File: src/rtl/scan_pkg.sv
package scan_pkg;
    typedef enum logic [2:0] {
        ST_IDLE,
        ST_RESET,
        ST_SEEK,
        ST_SAMPLE,
        ST_DONE
    } scan_state_t;
endpackage

File: src/rtl/scan_rate_div.sv
module scan_rate_div #(
    parameter int DIV_W = 8
) (
    input  logic             clk,
    input  logic             rst_n,
    input  logic             run,
    input  logic [DIV_W-1:0] lim,
    output logic             tick
);
    logic [DIV_W-1:0] cnt_q;

    always_ff @(posedge clk or negedge rst_n) begin
        if (!rst_n)
            cnt_q <= '0;
        else if (!run || cnt_q == lim)
            cnt_q <= '0;
        else
            cnt_q <= cnt_q + 1'b1;
    end

    assign tick = run && (cnt_q == lim);
endmodule

File: src/rtl/scan_addr.sv
module scan_addr #(
    parameter int ROWS = 128,
    parameter int COLS = 128,
    localparam int ROW_W = $clog2(ROWS),
    localparam int COL_W = $clog2(COLS)
) (
    input  logic             clk,
    input  logic             rst_n,
    input  logic             clr,
    input  logic             step,
    output logic [ROW_W-1:0] row,
    output logic [COL_W-1:0] col,
    output logic             at_end
);
    localparam logic [ROW_W-1:0] ROW_LAST = ROW_W'(ROWS - 1);
    localparam logic [COL_W-1:0] COL_LAST = COL_W'(COLS - 1);

    always_ff @(posedge clk or negedge rst_n) begin
        if (!rst_n) begin
            row <= '0;
            col <= '0;
        end else if (clr) begin
            row <= '0;
            col <= '0;
        end else if (step) begin
            if (col == COL_LAST) begin
                col <= '0;
                row <= (row == ROW_LAST) ? '0 : row + 1'b1;
            end else begin
                col <= col + 1'b1;
            end
        end
    end

    assign at_end = (row == ROW_LAST) && (col == COL_LAST);
endmodule

File: src/rtl/pix_scan_seq.sv
module pix_scan_seq
    import scan_pkg::*;
#(
    parameter int ROWS    = 128,
    parameter int COLS    = 128,
    parameter int SAMP_W  = 10,
    parameter int DIV_W   = 8,
    parameter int RST_CYC = 4,
    localparam int ROW_W  = $clog2(ROWS),
    localparam int COL_W  = $clog2(COLS)
) (
    input  logic              clk,
    input  logic              rst_n,
    input  logic              start,
    input  logic              mode,
    input  logic [ROW_W-1:0]  tgt_row,
    input  logic [COL_W-1:0]  tgt_col,
    input  logic [SAMP_W-1:0] nsamp,
    input  logic [DIV_W-1:0]  div,
    output logic [ROW_W-1:0]  row_addr,
    output logic [COL_W-1:0]  col_addr,
    output logic              pix_reset,
    output logic              sample_stb,
    output logic [SAMP_W-1:0] sample_idx,
    output logic              frame_done,
    output logic              busy
);
    localparam int RC_W = $clog2(RST_CYC + 1);
    localparam logic [RC_W-1:0] RC_LAST = RC_W'(RST_CYC - 1);

    scan_state_t       state_q, state_d;
    logic              mode_q;
    logic [ROW_W-1:0]  tgt_row_q;
    logic [COL_W-1:0]  tgt_col_q;
    logic [SAMP_W-1:0] last_q;
    logic [DIV_W-1:0]  div_q;
    logic [RC_W-1:0]   rst_cnt_q;
    logic [SAMP_W-1:0] idx_q;

    logic accept, tick, last_pix, at_tgt, final_smp, step, idx_inc;

    assign accept = (state_q == ST_IDLE) && start;
    assign at_tgt = (row_addr == tgt_row_q) && (col_addr == tgt_col_q);

    scan_rate_div #(.DIV_W(DIV_W)) u_div (
        .clk  (clk),
        .rst_n(rst_n),
        .run  (state_q == ST_SAMPLE),
        .lim  (div_q),
        .tick (tick)
    );

    scan_addr #(.ROWS(ROWS), .COLS(COLS)) u_addr (
        .clk   (clk),
        .rst_n (rst_n),
        .clr   (accept),
        .step  (step),
        .row   (row_addr),
        .col   (col_addr),
        .at_end(last_pix)
    );

    // final sample of the exposure: last dwell sample, or last pixel of last pass
    assign final_smp = (idx_q == last_q) && (mode_q || last_pix);

    // state register
    always_ff @(posedge clk or negedge rst_n) begin
        if (!rst_n)
            state_q <= ST_IDLE;
        else
            state_q <= state_d;
    end

    // next-state logic
    always_comb begin
        state_d = state_q;
        unique case (state_q)
            ST_IDLE:   if (start) state_d = ST_RESET;
            ST_RESET:  if (rst_cnt_q == RC_LAST) state_d = mode_q ? ST_SEEK : ST_SAMPLE;
            ST_SEEK:   if (at_tgt) state_d = ST_SAMPLE;
            ST_SAMPLE: if (tick && final_smp) state_d = ST_DONE;
            ST_DONE:   state_d = ST_IDLE;
            default:   state_d = ST_IDLE;
        endcase
    end

    // outputs and per-state controls
    always_comb begin
        pix_reset  = 1'b0;
        sample_stb = 1'b0;
        frame_done = 1'b0;
        step       = 1'b0;
        idx_inc    = 1'b0;
        unique case (state_q)
            ST_IDLE:   ;
            ST_RESET:  pix_reset = 1'b1;
            ST_SEEK:   step = !at_tgt;
            ST_SAMPLE: begin
                sample_stb = tick;
                step       = tick && !mode_q && !final_smp;
                idx_inc    = tick && !final_smp && (mode_q || last_pix);
            end
            ST_DONE:   frame_done = 1'b1;
            default:   ;
        endcase
    end

    assign busy       = (state_q != ST_IDLE);
    assign sample_idx = idx_q;

    // exposure settings captured at start, reset counter, sample index
    always_ff @(posedge clk or negedge rst_n) begin
        if (!rst_n) begin
            mode_q    <= 1'b0;
            tgt_row_q <= '0;
            tgt_col_q <= '0;
            last_q    <= '0;
            div_q     <= '0;
            rst_cnt_q <= '0;
            idx_q     <= '0;
        end else begin
            if (accept) begin
                mode_q    <= mode;
                tgt_row_q <= tgt_row;
                tgt_col_q <= tgt_col;
                last_q    <= (nsamp == '0) ? '0 : nsamp - 1'b1;
                div_q     <= div;
                idx_q     <= '0;
            end else if (idx_inc) begin
                idx_q <= idx_q + 1'b1;
            end
            rst_cnt_q <= (state_q == ST_RESET) ? rst_cnt_q + 1'b1 : '0;
        end
    end
endmodule

File: config.mk
export PLATFORM = sky130hd
export DESIGN_NAME = pix_scan_seq
export DESIGN_NICKNAME = d
export VERILOG_FILES = /design/src/rtl/scan_pkg.sv /design/src/rtl/scan_rate_div.sv /design/src/rtl/scan_addr.sv /design/src/rtl/pix_scan_seq.sv
export SDC_FILE = /design/constraint.sdc
export NUM_CORES = 1
export LEC_CHECK = 0
export BUFFER_PORTS_ARGS = -buffer_cell sky130_fd_sc_hd__buf_2
export CORE_UTILIZATION = 30
export DETAILED_ROUTE_END_ITERATION = 6
export PLACE_DENSITY_LB_ADDON = 0.2
export SLEW_MARGIN = 20
export SYNTH_ARGS = -nofsm -noshare
export SYNTH_HDL_FRONTEND = slang
export SYNTH_SLANG_ARGS = --single-unit
File: constraint.sdc
create_clock -name clk -period 3.15 [get_ports clk]
set_clock_uncertainty 0.05 [all_clocks]
set_input_delay 0.315 -clock clk [delete_from_list [all_inputs] [get_ports clk]]
set_output_delay 0.315 -clock clk [all_outputs]
set_load 0.005 [all_outputs]
== Yosys cells after proc, flatten, opt, wreduce, memory -nomap -nowiden ==
Index checks and enable logic that the tools add are counted.
Word-level totals
  bits in registers: 71
  input bits: 36
  output and inout port bits: 28
  word-level logic and storage cells: 79
Operators by class
  muxes and demuxes: 23
  reductions and logical operators: 24
  add/subtract/negate cells: 6
  equality and inequality tests: 15
Operators with widths (count)
  7-bit two-way mux: 7
  10-bit two-way mux: 3
  3-bit two-way mux: 5
  7-bit by 1-bit adder with 7-bit output, second input constant: 2
  7-bit == test: 2
  7-bit == test, second input constant: 2
  3-bit case mux with 4 select lines: 1
  10-bit by 1-bit adder with 10-bit output, second input constant: 1
  10-bit == test: 1
  1-bit logical AND: 10
  10-bit zero test: 1
  10-bit by 1-bit subtractor with 10-bit output, second input constant: 1
  3-bit by 2-bit == test with 1-bit output, second input constant: 3
  8-bit by 1-bit adder with 8-bit output, second input constant: 1
  8-bit == test: 1
  8-bit two-way mux: 1
  2-bit != test, second input constant: 4
  2-bit nonzero test: 3
  1-bit two-way mux: 5
  1-bit zero test: 4
  4-bit AND reduction: 1
  3-bit by 1-bit adder with 3-bit output, second input constant: 1
  3-bit by 1-bit == test with 1-bit output, second input constant: 1
  3-bit == test, second input constant: 1
  5 further kinds: 6

== Depth between registers and ports, before layout ==
Gate-level depths: netlist of the first run.
  word-level depth: 10
  gate-level depth with buffers: 8
  depth with buffers taken out: 8

== Hierarchy ==
Synthesis of the first run repeated with hierarchy kept, for this count alone.
Second synthesis, totals
  cells, all modules: 409
  area total of the unflattened synthesis: 3877.5 um^2
Modules (own cells, without submodules)
  pix_scan_seq: cells an instance 285, instances 1, area each 2611.3 um^2, sequential area each 1226.2 um^2
  scan_addr: cells an instance 78, instances 1, area each 765.7 um^2, sequential area each 350.3 um^2
  scan_rate_div: cells an instance 46, instances 1, area each 500.5 um^2, sequential area each 200.2 um^2

== Worst setup path before layout of the first run ==
No wires, ideal clock.
  kind: flip-flop to flip-flop
  start point: register u_addr.col[0]
  end point: register idx_q[4] (netlist: sample_idx[4])
  slack: 0.851 ns
  arrival: 2.171 ns
  path buffers: 1
  clock period less this slack: 2.299 ns
  setup time: 0.078 ns
  data required time: 3.022 ns
  cell stages (with the launch flop): 9
  cell sequence: dfrtp_1 ha_1 nand2_1 nor3_1 a21oi_4 or3_4 buf_6 or3_1 a21oi_1
Between the ends
  cells in the longest elaborated chain, start to end: 9
RTL lines
  from (decl): RTL line scan_addr.sv:12  | output logic [COL_W-1:0] col,
  from (signal assigned): RTL line scan_addr.sv:30  | col <= col + 1'b1;
  7-bit == test *: RTL line scan_addr.sv:35  | assign at_end = (row == ROW_LAST) && (col == COL_LAST);
  1-bit logical AND *: RTL line scan_addr.sv:35
  1-bit logical OR *: RTL line pix_scan_seq.sv:64, pix_scan_seq.sv:101
  1-bit logical AND: RTL line pix_scan_seq.sv:64  | assign final_smp = (idx_q == last_q) && (mode_q || last_pix);
  1-bit zero test: RTL line pix_scan_seq.sv:101  | idx_inc = tick && !final_smp && (mode_q || last_pix);
  1-bit logical AND: RTL line pix_scan_seq.sv:101
  1-bit logical AND *: RTL line pix_scan_seq.sv:101
  1-bit two-way mux *: RTL line pix_scan_seq.sv:94  | unique case (state_q)
  2-bit nonzero test (no line) *
  to (signal assigned): RTL line pix_scan_seq.sv:130  | idx_q <= idx_q + 1'b1;
  to (decl): RTL line pix_scan_seq.sv:38  | logic [SAMP_W-1:0] idx_q;
Every way passes the cells marked *; elsewhere a longest branch is shown, timed or not.
A chain may end at the register's enable or synchronous reset.

== Worst setup path in the final report of the first run ==
  start point: register u_addr.col[0]
  end point: register idx_q[8] (netlist: sample_idx[8])
The elaborated chain is that of the path after synthesis.

==> results of run 1 <==
## flip-flops by register name, indices dropped and copies added (netlist names)
| signal | flops |
|---|---|
| last_q | 10 |
| sample_idx | 10 |
| div_q | 8 |
| u_div.cnt_q | 8 |
| tgt_col_q | 7 |
| tgt_row_q | 7 |
| u_addr.col | 7 |
| u_addr.row | 7 |
| rst_cnt_q | 3 |
| state_q | 3 |
| mode_q | 1 |
## through the flow
step           power (uW)  cell area [um2]  hold slack, ps
6_report             1988             4599           36.96
5_1_grt              2061             4599           110.4
4_1_cts              2006             4599           72.98
3_5_place_dp        987.2             4302           380.2
3_3_place_gp        986.5             4302           371.1
2_1_floorplan       937.7             3809          -30.59
## power breakdown
group	internal, uW	switching [uW]	total, uW	leakage (uW)
clock network	614	406	1020	0.000142
logic	23.5	33.0	56.5	0.00116
registers	912	0	912	0.000904
total	1550	439	1990	0.00220
## layer usage
metal  vias to the layer above  part of all wire, %  track usage (%)
li1                       1560                    -                -
met1                      1480                   50            21.29
met2                        47                   45            22.59
met3                        12                  3.8            3.600
met4                         0                  1.5            5.887
met5                         -                    0                0
## kinds of logic (layout without fill, tap and decap cells)
logic type	after synthesis	in the layout	synth area share [%]
AO/OA/AOI/OAI	59	59	9.823
XOR/XNOR	45	45	10.35
adder cells (fa/ha/maj)	7	7	2.300
buffers and inverters	30	96	3.351
flip-flops	71	71	46.65
multiplexers	6	6	1.610
AND/OR/NAND/NOR	200	200	25.92
## layout make-up
class                   count  area, um2
fillers                  1332       7612
clock inverters             7      72.57
inverters                  12      45.04
multi-input cells         317       1904
repair buffers             68      365.4
well taps                 168      210.2
clock buffers               9      225.2
flip-flops and latches     71       1777
## synth_stat cells, drive strengths merged, types with 2 or more instances
cell type / number / area [um2]
xor2: 34 / 297.8
o31ai: 8 / 60.06
o21ai: 21 / 105.1
inv: 12 / 45.04
or4: 8 / 60.06
or2: 4 / 25.02
a21oi: 14 / 81.33
nand2b: 4 / 25.02
or4b: 2 / 20.02
a31oi: 2 / 12.51
mux2i: 5 / 50.05
nand3b: 2 / 27.53
nand4: 4 / 31.28
clkbuf: 15 / 56.30
dfrtp: 71 / 1777
nor2: 27 / 101.4
and3: 6 / 38.79
a21o: 2 / 15.01
nor4: 11 / 75.07
and2: 2 / 12.51
nor3: 6 / 35.03
a32o: 2 / 20.02
buf: 3 / 26.27
ha: 7 / 87.58
xnor2: 11 / 96.34
or3: 8 / 55.05
nand3: 13 / 65.06
nand2: 97 / 364.1
## worst max-delay path by stage
stage                         startpoint                        end  depth (start not counted)
6_report       u_addr.col[0]$_DFFE_PN0P_  sample_idx[8]$_DFFE_PN0P_                          7
5_1_grt        u_addr.col[0]$_DFFE_PN0P_  sample_idx[5]$_DFFE_PN0P_                          7
4_1_cts        u_addr.col[0]$_DFFE_PN0P_  sample_idx[8]$_DFFE_PN0P_                          7
3_5_place_dp   u_addr.col[0]$_DFFE_PN0P_  sample_idx[5]$_DFFE_PN0P_                          7
3_3_place_gp   u_addr.col[0]$_DFFE_PN0P_  sample_idx[8]$_DFFE_PN0P_                          7
2_1_floorplan  u_addr.col[0]$_DFFE_PN0P_  sample_idx[4]$_DFFE_PN0P_                          8
## cell usage in the layout, fill, tap and decap left out, drive strengths merged, types with 11 or more instances in the layout
master,netlist,layout
inv,12,13
nand2,97,97
nor2,27,27
nand3,13,13
xnor2,11,11
buf,3,68
dfrtp,71,71
o21ai,21,21
nor4,11,11
a21oi,14,14
xor2,34,34
## critical path, stage by stage (launching register included)
cell	delay, ps
dfrtp_1	440
ha_1	210
nand2_1	70
nor3_1	440
a21oi_4	140
or3_4	470
or4_1	480
a21oi_1	150
==> reports/qor.csv, run 1 <==
metric,value,unit
routed via count,3099,
WP data arrival,2740,ps
first-pass GRT wire length,15470,um
final slew viol count,0,
deepest clock path buffer count,2,
core area,12210,um2
WS Path Type,reg -> reg,
critical path peak fanout,13,
placed insts,636,
Yosys Warn Count,0,
RSZ-0062 raised after global routing,no,
H-tree depth,3,
Layout area overhead,20.76,%
pre-CTS WS,637.2,ps
vias in the first global route,3042,
final worst slack,614.5,ps
Starting DRT DRC Count,198,
DRT antenna net count,0,
Syn Inst Count,418,
"Async S/R FF share, synth",100.0,%
Avg WL per Cell,14.04,um
IO Count,64,
Std-Cell Rows,40,
"Hold-fix buffers, CTS",0,
fmax,394.4,MHz
final hold violations,0,
hpwl dp,6510,um
latest clock arrival within the worst-skew pair,340,ps
status,"complete, no violations",
initial antenna violation count,0,
"Avg Cell Area, Syn",9.112,um2
Max-cap violations,0,
final non-filler cell total,652,
number of flops mapped to enable cells by yosys,0,
GRT Total Usage,15.20,%
Synth Register Bits,71,
Clock Root Buffer,clkbuf_16,
Slew @ Worst Pin,843.1,ps
r2r startpoint,u_addr.col[0]$_DFFE_PN0P_,
die area,13150,um2
total gr overflow,0,
Vias/cell,4.753,
cell area after synthesis,3809,um2
CP startpoint kind,flop,
"Req. time, crit path",3350,ps
Initial Util,31.19,%
clock sink total,71,
diode count,0,
sequential element share of the synthesized area,46.65,%
max_slew headroom,43.79,%
Setup TNS,0,ps
Port Buf Inserts,63,
Lkg Pwr,0.002202,uW
Die X,114.7,um
# nets final,522,
largest net degree at the start of global routing,48,
Hold Crit Class,in -> async,
Synth Net Count,461,
post-CTS setup buffers,0,
top_reg_cell synth,dfrtp_1,
"Reg clk slew, reported paths",60,ps
chip height,114.7,um
final worst path period need,2535,ps
share of layout cells above drive strength 1,20.25,%
"Distinct cells, synth",53,
RR Endpoint,sample_idx[8]$_DFFE_PN0P_,
Routability Congestion,0.7768,
CTS tree,built,
drt drc,0,
drt pass-1 iters,4,
Worst R2R Setup Slack,610,ps
reg2reg path depth,7,
"Core Util, Final",37.66,%
"Period Utilization, post-route",80.49,%
CTS buffer count,9,
Critical Path End Type,flop,
IR Drop Worst-Case VDD,0.2227,mV
post-CTS sizing,0,
Power Density,432.2,nW/um2
routed wire length,9152,um
# setup viols final,0,
Note: power is estimated with default switching activity, not from simulation.
==> run 2, diff against run 1 <==
==> constraint.sdc (replaced) <==
create_clock -name clk -period 2.1 [get_ports clk]
set_clock_uncertainty 0.05 [all_clocks]
set_input_delay 0.21 -clock clk [delete_from_list [all_inputs] [get_ports clk]]
set_output_delay 0.21 -clock clk [all_outputs]
set_load 0.005 [all_outputs]
==> reports/qor.csv, run 2 (synthesized netlist as in run 1, its figures left out) <==
metric,value,unit,change
status,finished with violations,,
register area,1779,um2,+0.14%
Critical Path End Type,flop,,
Routability Congestion,0.7956,,+2.4%
final slew viol count,0,,unchanged
fmax,428.3,MHz,+8.6%
Lkg Pwr,0.002612,uW,+19%
switch share,20.68,%,-1.4 points
deepest clock path buffer count,2,,unchanged
Net Sw Power,614.4,uW,+40%
Starting DRT DRC Count,142,,-28%
IO Count,64,,unchanged
Layout area overhead,41.10,%,
grt met1 use,22.17,%,+0.88 points
final non-filler cell total,724,,+11%
Std-Cell Rows,40,,unchanged
Vias/cell,4.651,,-2.2%
IR Drop Worst-Case VDD,0.3370,mV,+51%
Clock power frac,51.0,%,-0.3 points
P_int,2356,uW,+52%
Avg WL per Cell,13.63,um,-2.9%
number of fill cells,1246,,-6.5%
Slew @ Worst Pin,402.3,ps,-440.8 ps
die area,13150,um2,unchanged
Initial Util,31.19,%,unchanged
"Design Area, Final",5374,um2,+17%
clock sink total,71,,unchanged
drt pass-1 iters,4,,unchanged
DRT antenna net count,0,,unchanged
GRT Max-Usage Layer,met2,,
CTS tree,built,,
drt drc,0,,unchanged
Hold Crit Class,in -> reg,,
combinational power share,2.9,%,about the same
WP data arrival,2550,ps,-190 ps
most frequent cells in the layout,"nand2_1 (97), dfrtp_1 (69), buf_4 (68), buf_2 (64), xor2_1 (34)",,
max_slew headroom,73.11,%,+29 points
Power Density,552.8,nW/um2,+28%
placed insts,700,,+10%
final worst path period need,2335,ps,-200.7 ps
final worst slack,-234.8,ps,-849.3 ps
total gr overflow,0,,unchanged
GRT met3 Usage,3.335,%,-0.26 points
RSZ-0062 raised after global routing,yes,,
initial antenna violation count,0,,unchanged
failing checks,negative setup slack,,
largest net degree at the start of global routing,72,,+50%
met2 usage,25.74,%,+3.2 points
latest clock arrival within the worst-skew pair,340,ps,about the same
vias in the first global route,3397,,+12%
placed cell areas,4812,um2,+12%
H-tree depth,3,,unchanged
critical path peak fanout,8,,-5
hpwl dp,6987,um,+7.3%
sequential share of power,46.1,%,+0.2 points
"Period Utilization, post-route",111.2,%,+31 points
"Req. time, crit path",2320,ps,-1030 ps
diode count,0,,unchanged
final hold violations,0,,unchanged
multi-input gate area in the final layout,2101,um2,+10%
routed wire length,9870,um,+7.8%
"most common cell after layout, fill and taps aside",nand2_1,,
core area,12210,um2,unchanged
routed via count,3367,,+8.6%
# nets final,594,,+14%
WS Path Type,reg -> reg,,
GRT Total Usage,16.41,%,+1.2 points
first-pass GRT wire length,16610,um,+7.4%
"Core Util, Final",44.01,%,+6.3 points
Port Buf Inserts,63,,unchanged
Clock Root Buffer,clkbuf_16,,
chip height,114.7,um,unchanged
CP startpoint kind,flop,,
share of layout cells above drive strength 1,35.07,%,+15 points
Setup TNS,-1673,ps,-1673 ps
Max-cap violations,0,,unchanged
CTS buffer count,9,,unchanged
# setup viols final,18,,+18
Die X,114.7,um,unchanged
"Reg clk slew, reported paths",60,ps,about the same
[run 2: changes by cell type in the layout (fill, tap and decap cells not counted), sizes merged]
cell | previous run | this run
dlygate4sd3 | 0 | 1
buf | 68 | 139
inv | 13 | 12
clkinvlp | 2 | 1
clkinv | 3 | 1
clkbuf | 9 | 13
[run 2: per-layer routing]
layer	share of wire [%]	vias up	wire (um)
li1	-	1708	-
met1	50	1604	4887
met2	47	48	4598
met3	2.7	7	270
met4	1.2	0	114
met5	0	-	0
[run 2: area by class of cell]
class                      count  area share (%)
clock buffer                  13           4.657
clock inverter                 3          0.7916
inverter                      12          0.8382
multi-input combinational    317           39.09
sequential                    71           33.11
tap                          168           3.912
timing repair buffer         140           17.60
[run 2: final timing paths]
kind | from | to | slack (ps) | depth (start not counted)
min | tgt_col[3] | tgt_col_q[3]$_DFFE_PN0P_ | 8 | 3
max reg2reg | div_q[7]$_DFFE_PN0P_ | sample_idx[3]$_DFFE_PN0P_ | -230 | 7
max in group asynchronous | rst_n | u_addr.col[0]$_DFFE_PN0P_ | 1260 | 3
max | div_q[7]$_DFFE_PN0P_ | sample_idx[3]$_DFFE_PN0P_ | -230 | 7
min in group asynchronous | rst_n | rst_cnt_q[1]$_DFF_PN0_ | 380 | 3
min reg2reg | rst_cnt_q[0]$_DFF_PN0_ | rst_cnt_q[0]$_DFF_PN0_ | 390 | 1
[run 2: per-stage QoR]
step | worst slack [ps] | power (uW) | hold slack, ps
floorplan | -93.16 | 1407 | -135.6
global placement | -184.9 | 1480 | 227.8
detailed placement | -263.7 | 1480 | 221.2
CTS | -229.3 | 3015 | 2.162
global route | -310.1 | 3087 | 4.404
finish | -234.8 | 2971 | 8.462
[run 2: critical path: stages (launching register included)]
cell and delay [ps]:
dfrtp_1 380, xor2_1 180, nor3_2 200, or3b_4 410, or3_4 390, buf_4 160
or3_1 360, a21oi_2 140
[run 2: repair_timing]
item | 4_1_cts | 5_1_grt
setup buffers | 4 | 2
endpoints found under the hold margin | 71 | 0
pin swaps | 15 | 11
gates resized for setup | 22 | 25
hold buffers | 1 | 0
setup endpoints to repair | 25 | 26
cloned | 1 | 0
[run 2: power by group through the flow]
| stage | logic (uW) | clock network [uW] | registers, uW |
|---|---|---|---|
| final | 85.6 | 1520 | 1370 |
| after global routing | 99.7 | 1620 | 1370 |
| after global placement | 87.0 | 0 | 1390 |
| after CTS | 89.2 | 1560 | 1370 |
| after detailed placement | 87.0 | 0 | 1390 |
| after floorplan | 13.2 | 0 | 1390 |
